===== src/rtl/raster_seq_pkg.sv =====
package raster_seq_pkg;

  typedef enum logic {
    STD_A = 1'b0,
    STD_B = 1'b1
  } vstd_e;

  localparam int STAT_W          = 32;
  localparam int STAT_FIELD_BIT  = 31;
  localparam int STAT_PARITY_BIT = 13;

  function automatic int max_int(input int a, input int b);
    return (a > b) ? a : b;
  endfunction

endpackage


===== src/rtl/raster_line_timer.sv =====
// Fixed-point line-period generator with an exact frame-length resync.
module raster_line_timer #(
  parameter int FRAC_W      = 12,
  parameter int INC_A       = 8791293,
  parameter int INC_B       = 8836089,
  parameter int FRAME_CLK_A = 564480,
  parameter int FRAME_CLK_B = 677376,
  parameter int PH_W        = 25,
  parameter int FC_W        = 20
) (
  input  logic clk,
  input  logic rst,
  input  logic std_b,
  input  logic last_line,
  output logic line_adv,
  output logic frame_end
);

  localparam logic [PH_W:0]   STEP      = {{PH_W{1'b0}}, 1'b1} << FRAC_W;
  localparam logic [PH_W:0]   INC_A_V   = (PH_W+1)'(INC_A);
  localparam logic [PH_W:0]   INC_B_V   = (PH_W+1)'(INC_B);
  localparam logic [FC_W-1:0] FC_LAST_A = FC_W'(FRAME_CLK_A - 1);
  localparam logic [FC_W-1:0] FC_LAST_B = FC_W'(FRAME_CLK_B - 1);

  logic [PH_W-1:0] phase_q;
  logic [FC_W-1:0] fclk_q;
  logic [PH_W:0]   phase_sum;
  logic [PH_W:0]   inc_v;
  logic [FC_W-1:0] fc_last;

  always_comb begin
    inc_v     = std_b ? INC_B_V : INC_A_V;
    fc_last   = std_b ? FC_LAST_B : FC_LAST_A;
    phase_sum = {1'b0, phase_q} + STEP;
    line_adv  = !last_line && (phase_sum >= inc_v);
    frame_end = last_line && (fclk_q == fc_last);
  end

  always_ff @(posedge clk) begin
    if (rst) begin
      phase_q <= '0;
      fclk_q  <= '0;
    end else if (frame_end) begin
      phase_q <= '0;
      fclk_q  <= '0;
    end else begin
      fclk_q <= fclk_q + FC_W'(1);
      if (line_adv) begin
        phase_q <= PH_W'(phase_sum - inc_v);
      end else if (!last_line) begin
        phase_q <= phase_sum[PH_W-1:0];
      end
    end
  end

endmodule


===== src/rtl/raster_line_counter.sv =====
// Scanline counter with vertical-blank flag and interrupt pulse.
module raster_line_counter #(
  parameter int LINES_A  = 263,
  parameter int LINES_B  = 314,
  parameter int VBL_LINE = 240,
  parameter int LINE_W   = 9
) (
  input  logic              clk,
  input  logic              rst,
  input  logic              std_b,
  input  logic              line_adv,
  input  logic              frame_end,
  output logic [LINE_W-1:0] line_q,
  output logic              last_line,
  output logic              vbl_start,
  output logic              vblank_q,
  output logic              irq_q,
  output logic              tick_q
);

  localparam logic [LINE_W-1:0] LAST_A = LINE_W'(LINES_A - 1);
  localparam logic [LINE_W-1:0] LAST_B = LINE_W'(LINES_B - 1);
  localparam logic [LINE_W-1:0] VBL_V  = LINE_W'(VBL_LINE);

  logic [LINE_W-1:0] line_inc;

  always_comb begin
    line_inc  = line_q + LINE_W'(1);
    last_line = (line_q == (std_b ? LAST_B : LAST_A));
    vbl_start = line_adv && (line_inc == VBL_V);
  end

  always_ff @(posedge clk) begin
    if (rst) begin
      line_q   <= '0;
      vblank_q <= 1'b0;
      irq_q    <= 1'b0;
      tick_q   <= 1'b0;
    end else begin
      tick_q <= line_adv | frame_end;
      irq_q  <= vbl_start;
      if (frame_end) begin
        line_q   <= '0;
        vblank_q <= 1'b0;
      end else if (line_adv) begin
        line_q <= line_inc;
        if (vbl_start) vblank_q <= 1'b1;
      end
    end
  end

endmodule


===== src/rtl/raster_frame_field.sv =====
// Frame counter, standard latch, field and line-parity state.
module raster_frame_field
  import raster_seq_pkg::*;
#(
  parameter int FRAME_W = 16
) (
  input  logic               clk,
  input  logic               rst,
  input  logic               std_sel,
  input  logic [1:0]         ilace_en,
  input  logic               frame_end,
  input  logic               vbl_start,
  output logic               std_b,
  output logic [FRAME_W-1:0] frame_q,
  output logic               field_q,
  output logic               parity_q
);

  vstd_e              std_q;
  logic [FRAME_W-1:0] frame_nxt;
  logic               field_nxt;

  always_comb begin
    frame_nxt = frame_q + FRAME_W'(1);
    field_nxt = (ilace_en == 2'b11) ? frame_nxt[0] : 1'b0;
    std_b     = (std_q == STD_B);
  end

  always_ff @(posedge clk) begin
    if (rst) begin
      std_q    <= vstd_e'(std_sel);
      frame_q  <= '0;
      field_q  <= 1'b0;
      parity_q <= 1'b0;
    end else if (frame_end) begin
      std_q    <= vstd_e'(std_sel);
      frame_q  <= frame_nxt;
      field_q  <= field_nxt;
      parity_q <= parity_q ^ field_nxt;
    end else if (vbl_start) begin
      parity_q <= 1'b0;
    end
  end

endmodule


===== src/rtl/raster_frame_seq.sv =====
// Top: video raster line/frame sequencer.
module raster_frame_seq
  import raster_seq_pkg::*;
#(
  parameter int FRAC_W      = 12,
  parameter int INC_A       = 8791293,
  parameter int INC_B       = 8836089,
  parameter int FRAME_CLK_A = 564480,
  parameter int FRAME_CLK_B = 677376,
  parameter int LINES_A     = 263,
  parameter int LINES_B     = 314,
  parameter int VBL_LINE    = 240,
  parameter int FRAME_W     = 16,
  localparam int LINE_W     = $clog2(max_int(LINES_A, LINES_B))
) (
  input  logic               clk,
  input  logic               rst,
  input  logic               std_sel,
  input  logic [1:0]         ilace_en,
  output logic               hsync_tick,
  output logic [LINE_W-1:0]  line_num,
  output logic               vblank,
  output logic               vbl_irq,
  output logic               field,
  output logic [FRAME_W-1:0] frame_cnt,
  output logic [STAT_W-1:0]  status_word
);

  localparam int PH_W = $clog2(max_int(INC_A, INC_B)) + 1;
  localparam int FC_W = $clog2(max_int(FRAME_CLK_A, FRAME_CLK_B));

  logic std_b;
  logic last_line;
  logic line_adv;
  logic frame_end;
  logic vbl_start;
  logic parity;

  raster_line_timer #(
    .FRAC_W(FRAC_W), .INC_A(INC_A), .INC_B(INC_B),
    .FRAME_CLK_A(FRAME_CLK_A), .FRAME_CLK_B(FRAME_CLK_B),
    .PH_W(PH_W), .FC_W(FC_W)
  ) u_timer (
    .clk(clk), .rst(rst), .std_b(std_b), .last_line(last_line),
    .line_adv(line_adv), .frame_end(frame_end)
  );

  raster_line_counter #(
    .LINES_A(LINES_A), .LINES_B(LINES_B), .VBL_LINE(VBL_LINE), .LINE_W(LINE_W)
  ) u_lines (
    .clk(clk), .rst(rst), .std_b(std_b), .line_adv(line_adv),
    .frame_end(frame_end), .line_q(line_num), .last_line(last_line),
    .vbl_start(vbl_start), .vblank_q(vblank), .irq_q(vbl_irq), .tick_q(hsync_tick)
  );

  raster_frame_field #(
    .FRAME_W(FRAME_W)
  ) u_frame (
    .clk(clk), .rst(rst), .std_sel(std_sel), .ilace_en(ilace_en),
    .frame_end(frame_end), .vbl_start(vbl_start), .std_b(std_b),
    .frame_q(frame_cnt), .field_q(field), .parity_q(parity)
  );

  always_comb begin
    status_word                  = '0;
    status_word[STAT_FIELD_BIT]  = field;
    status_word[STAT_PARITY_BIT] = parity;
  end

endmodule


===== config.mk =====
export PLATFORM = sky130hd
export DESIGN_NAME = raster_frame_seq
export DESIGN_NICKNAME = d
export VERILOG_FILES = /design/src/rtl/raster_seq_pkg.sv /design/src/rtl/raster_line_timer.sv /design/src/rtl/raster_line_counter.sv /design/src/rtl/raster_frame_field.sv /design/src/rtl/raster_frame_seq.sv
export SDC_FILE = /design/constraint.sdc
export NUM_CORES = 1
export LEC_CHECK = 0
export ABC_AREA = 1
export BUFFER_PORTS_ARGS = -buffer_cell sky130_fd_sc_hd__buf_2
export CAP_MARGIN = 20
export CORE_MARGIN = 2
export CORE_UTILIZATION = 45
export CTS_CLUSTER_DIAMETER = 40
export DETAILED_ROUTE_END_ITERATION = 8
export GPL_TIMING_DRIVEN = 0
export MAX_ROUTING_LAYER = met4
export PLACE_DENSITY_LB_ADDON = 0.08
export SYNTH_ARGS = -nofsm -noshare
export SYNTH_HDL_FRONTEND = slang
export SYNTH_HIERARCHICAL = 1
export SYNTH_SLANG_ARGS = --single-unit

===== constraint.sdc =====
create_clock -name clk -period 3.1 [get_ports clk]
set_input_delay 0.155 -clock clk [delete_from_list [all_inputs] [get_ports clk]]
set_output_delay 0.155 -clock clk [all_outputs]
set_load 0.03 [all_outputs]

# Word level (Yosys, flattened, before mapping)
# Cells that the tools add are included.
word_totals:
  regBits: 76
  output_inout_bits: 61
  word_cells: 41
  inputBits: 5
classes:
  eq_ne: 5
  n_bitwise: 2
  muxes: 10
  n_reduce_logical: 8
  addsub: 5
  magnitude_cmp: 1
ops:
  columns: ["op", "n"]
  rows:
  - ["$mux 25", 2]
  - ["$add 25x13->26 const B", 1]
  - ["$ge 26x24->1", 1]
  - ["$sub 25x25->25", 1]
  - ["$add 20x1->20 const B", 1]
  - ["$eq 20x20->1", 1]
  - ["$mux 18", 1]
  - ["$add 16x1->16 const B", 1]
  - ["$mux 16", 1]
  - ["$add 9x1->9 const B", 1]
  - ["$eq 9x8->1 const B", 1]
  - ["$eq 9x9->1", 1]
  - ["$mux 6", 1]
  - ["$mux 1", 5]
  - ["$reduce_bool 2->1", 2]
  - ["$logic_and 1x1->1", 3]
  - ["$eq 2x2->1 const B", 1]
  - ["$ne 2x1->1 const B", 1]
  - ["$reduce_and 2->1", 1]
  - ["$reduce_or 2->1", 1]
  - ["$logic_not 1->1", 1]
  - ["$or 1x1->1", 1]
  - ["$xor 1x1->1", 1]

# Logic depth before layout (Yosys ltp)
logic_depth:
  word_depth: 7
  ltp_mapped: 26

# By module
# Netlist, hierarchy kept.
by_module_without_submodules:
  columns: ["module", "seq_area_each_um2", "instances", "area_each_um2", "cells_each"]
  rows:
  - ["raster_line_timer", 900.9, 1, 3335.7, 543]
  - ["raster_frame_field", 390.4, 1, 932.1, 126]
  - ["raster_line_counter", 240.2, 1, 723.2, 109]
  - ["raster_frame_seq", 0.0, 1, 244.0, 33]

# Worst setup path before layout
# Ideal clock, no wire load.
synth_timing:
  kind: "register to register"
  start: "reg u_timer.phase_q[12]"
  end: "reg u_frame.parity_q"
  t_arrival_ns: 2.965
  setup_slack_ns: 0.015
  t_required_ns: 2.980
  n_path_buf: 2
  stages_incl_launch_ff: 24
  path_cell_list: "dfxtp_1 > ha_1 > buf_2 > nor2_1 > nor2_1 > ha_1 > nand2_1 > inv_1 > nand2_1 > nor4_1 > nand3_1 > nand3_4 > nand2_4 > inv_4 > buf_2 > inv_2 > a21oi_1 > nand2_1 > a21oi_1 > nand3_2 > inv_1 > nand2_1 > nand4_1 > o31ai_1"
synth_between:
  elab_chain_cells: 5
synth_rtl:
  columns: ["item", "line_no", "source"]
  rows:
  - ["from (decl)", "raster_line_timer.sv:25", "logic [PH_W-1:0] phase_q;"]
  - ["from (signal assigned)", "raster_line_timer.sv:49", "phase_q <= PH_W'(phase_sum - inc_v);"]
  - ["from (signal assigned)", "raster_line_timer.sv:51", "phase_q <= phase_sum[PH_W-1:0];"]
  - ["$add 25x13->26", "raster_line_timer.sv:34", "phase_sum = {1'b0, phase_q} + STEP;"]
  - ["$ge 26x24->1", "raster_line_timer.sv:35", "line_adv = !last_line && (phase_sum >= inc_v);"]
  - ["$logic_and 1x1->1", "raster_line_timer.sv:35", null]
  - ["via line_adv", "raster_frame_seq.sv:34", "logic line_adv;"]
  - ["$logic_and 1x1->1", "raster_line_counter.sv:30", "vbl_start = line_adv && (line_inc == VBL_V);"]
  - ["via vbl_start", "raster_frame_seq.sv:36", "logic vbl_start;"]
  - ["$reduce_bool 2->1 (no line)", null, null]
  - ["to (signal assigned)", "raster_frame_field.sv:39", "parity_q <= parity_q ^ field_nxt;"]
  - ["to (decl)", "raster_frame_field.sv:16", "output logic parity_q"]
# The timed path passes the listed nets, and every way through them passes these cells.
# A chain may end at the register's enable or synchronous reset.

# Worst setup path after layout
# Ends and elaborated chain as after synthesis.

==> flow_metrics.py <==
metrics = {
    "sta": {
        "fmax_mhz": 341,
        "grt_setup_unrepaired": "yes",
        "fin_crit_ns": 2.94,
        "final-max-slew-violation-count": 0,
        "relSlewSlack": 0.626,
        "hold_violations": 0,
        "setup_violations": 0,
        "timing.final.ws_setup_ns": 0.164,
        "min_period_over_period": 0.947,
        "skew_ns": 0.00804,
        "tightest_slew_ns": 0.561,
        "fin_hold_ws_ns": 0.0443,
    },
    "floorplanning": {
        "io_pins": 66,
        "rows": 39,
        "die_y_um": 112,
        "core_area_um2": 11400,
        "die_x_um": 112,
        "dieArea_um2": 12500,
        "start_util": 0.460,
    },
    "route": {
        "firstDrtPassIters": 4,
        "post_drt_wl_per_cell_um": 12.2,
        "drt-total-wl_um": 12800,
        "via_per_inst": 4.96,
        "drt_iter0_markers": 331,
        "dr_total_vias": 5224,
        "drc": 0,
        "ant_nets": 0,
    },
    "clock_tree": {
        "cts_tree": "built",
        "root_buffer": "clkbuf_16",
        "cts_buffers": 9,
        "clk-insertion-delay-late_ns": 0.33,
        "clk_pin_slew_ns": 0.06,
        "htreeDepth": 3,
        "cts.sinks": 76,
        "ctsLongestPathBuffers": 2,
    },
    "critical_path": {
        "path_max_fanout": 10,
        "worstPathArrival_ns": 3.15,
        "cp-start-kind": "flip-flop",
        "crit_family": "simple AND/OR/NAND/NOR gates",
        "slowest_delay_ns": 0.35,
        "endpoint_kind": "flip-flop",
        "crit_required_ns": 3.32,
        "path_buf_inv": 5,
        "path_class": "flip-flop to flip-flop",
        "slowest_stage": "dfxtp_4",
        "crit_chain": "ha_1 -> buf_4 -> nor2_2 -> nor2_1 -> ha_1 -> nand2_1 -> inv_2 -> nand2_2 -> nor4_4 -> nand3_2 -> nand3_4 -> nand2_8 -> inv_8 -> inv_6 -> a21oi_4 -> nand2_2 -> a21oi_2 -> nand3_2 -> inv_2 -> nand2_1 -> nand4_1 -> o31ai_1",
    },
    "global_routing": {
        "grt_pass1_wl_um": 21600,
        "grt_remaining_overflow": 0,
        "first_global_vias": 4756,
        "grt_max_degree": 18,
        "antenna_found_initial": 0,
        "grt_usage": 0.212,
    },
    "flow_run": {
        "maxCapViolCount": 0,
    },
    "synth": {
        "synth_flop_cell": "dfxtp_1",
        "ys_ff_latch": 76,
        "ys_seq_area_frac": 0.293,
        "synth.top_cell.area_share": 0.287,
        "ys_warn_count": 6,
        "synth-edff-count": 1,
        "synth_area_per_cell_um2": 6.46,
        "synth.distinct_cells": 51,
        "synth_area_leaders": "dfxtp_1 (29%), nand2_1 (14%), inv_1 (7.2%)",
        "ys_async_sr_fraction": 0,
        "synth_cells": 811,
        "syn_area_um2": 5240,
        "yosysTopAreaCell": "dfxtp_1",
    },
    "place": {
        "gp_congestion": 0.898,
        "post-place-ws_ns": -0.935,
        "io_buffer_count": 35,
        "dp.final_hpwl_um": 9400,
    },
    "cells_and_area": {
        "fill_cells": 1131,
        "drive_above_1_share": 0.215,
        "seq_area_um2": 1540,
        "layout_common_cells": "nand2_1 (190), inv_1 (97), nor2_1 (94)",
        "final_common_cell": "nand2_1",
        "syn2layout_area_growth_pct": 21.5,
        "multi_input_area_um2": 3240,
        "n_antenna_cell": 0,
        "final_nets": 925,
    },
    "power_and_ir_drop": {
        "p_leak_nw": 2.96,
        "power_density_nw_per_um2": 358,
        "ir_drop_mv": 0.280,
    },
    "min_path": {
        "hold_class": "primary input to flip-flop",
    },
    "outcome": {
        "status": "finished, final reports clean",
    },
}
[worst paths after layout]
kind / endpoint / start / slack [ns] / cells after the start
max: u_frame/parity_q / u_timer/phase_q[12] / 0.16 / 22
min: u_lines/irq_q / rst / 0.04 / 2
max reg2reg: u_frame/parity_q / u_timer/phase_q[12] / 0.16 / 22
min reg2reg: u_timer/fclk_q[0] / u_timer/fclk_q[0] / 0.44 / 1
[metal layers]
| metal | GRT usage | vias up | part of all wire |
|---|---|---|---|
| li1 | - | 2741 | - |
| met1 | 0.272 | 2358 | 0.48 |
| met2 | 0.345 | 110 | 0.48 |
| met3 | 0.0289 | 15 | 0.037 |
| met4 | 0.0741 | 0 | 0.012 |
| met5 | - | - | 0 |
[cell type report]
class | instances | share of cell area
multi-input cells | 608 | 0.510
flip-flops and latches | 76 | 0.242
inverters | 109 | 0.0677
repair buffers | 55 | 0.0547
plain buffers | 46 | 0.0519
clock buffers | 9 | 0.0354
well taps | 143 | 0.0281
clock inverters | 7 | 0.0106
[synth_stat cells (all sizes together), types with 2 or more instances]
library cell and number:
nand2 213, ha 15, nor2 114, a31oi 4
o21ai 42, buf 43, or2 5, o31ai 2
o21bai 4, o41ai 3, nand3 59, a21oi 56
nand4 20, dfxtp 75, nor3 10, clkbuf 4
inv 108, xnor2 9, nor4 4, xor2 8
nor3b 2
[flip-flops by register name, indices dropped and copies added, names as in the netlist]
| name | cells |
|---|---|
| u_timer/fclk_q | 20 |
| u_frame/std_b | 1 |
| u_lines/irq_q | 1 |
| u_frame/frame_q | 16 |
| u_lines/line_q | 9 |
| u_lines/tick_q | 1 |
| u_frame/field_q | 1 |
| u_lines/vblank_q | 1 |
| u_timer/phase_q | 25 |
| u_frame/parity_q | 1 |
[repair_timing]
action / CTS / global route
setup endpoints to repair: 17 / 32
endpoints found under the hold margin: 1 / 0
resized for setup: 17 / 31
setup buffers: 7 / 12
pin swaps: 3 / 8
hold buffers: 1 / 0
[per-stage QoR]
stage,util,instance area (um^2),power [W],setup TNS (ns),instances
5_1_grt,0.559,6360,0.00237,-0.0717,1053
6_report,0.559,6360,0.00228,0,1053
4_1_cts,0.542,6170,0.00229,0,1041
3_3_place_gp,0.501,5700,0.00123,-4.40,1018
2_1_floorplan,-,5340,0.00119,0,840
3_5_place_dp,0.501,5700,0.00123,-5.43,1018
[logic make-up (layout without fill, tap and decap cells)]
logic type                 Yosys count  count (layout)  synth area share
AOI/OAI and AO/OA                  117             117             0.123
xor gates and xnor gates            17              17            0.0299
adders and majority gates           15              15            0.0359
buffers and inverters              156             226             0.143
DFF                                 76              76             0.293
other                                1              30          0.000716
and+or+nand+nor                    429             429             0.375
[report_power, final]
part | total [W] | internal, W | switching (W)
Combinational | 0.000252 | 0.0000952 | 0.000157
Clock | 0.00103 | 0.000620 | 0.000413
Sequential | 0.000992 | 0.000986 | 0.00000561
[worst reg2reg max path, delay by kind of cell (launching register included)]
kind / cells / cell delay (ns)
and+or+nand+nor: 12 / 1.25
AOI/OAI and AO/OA: 3 / 0.30
buffers and inverters: 5 / 0.42
DFF: 1 / 0.35
adders and majority gates: 2 / 0.49
Power figures use the tool's default switching activity.
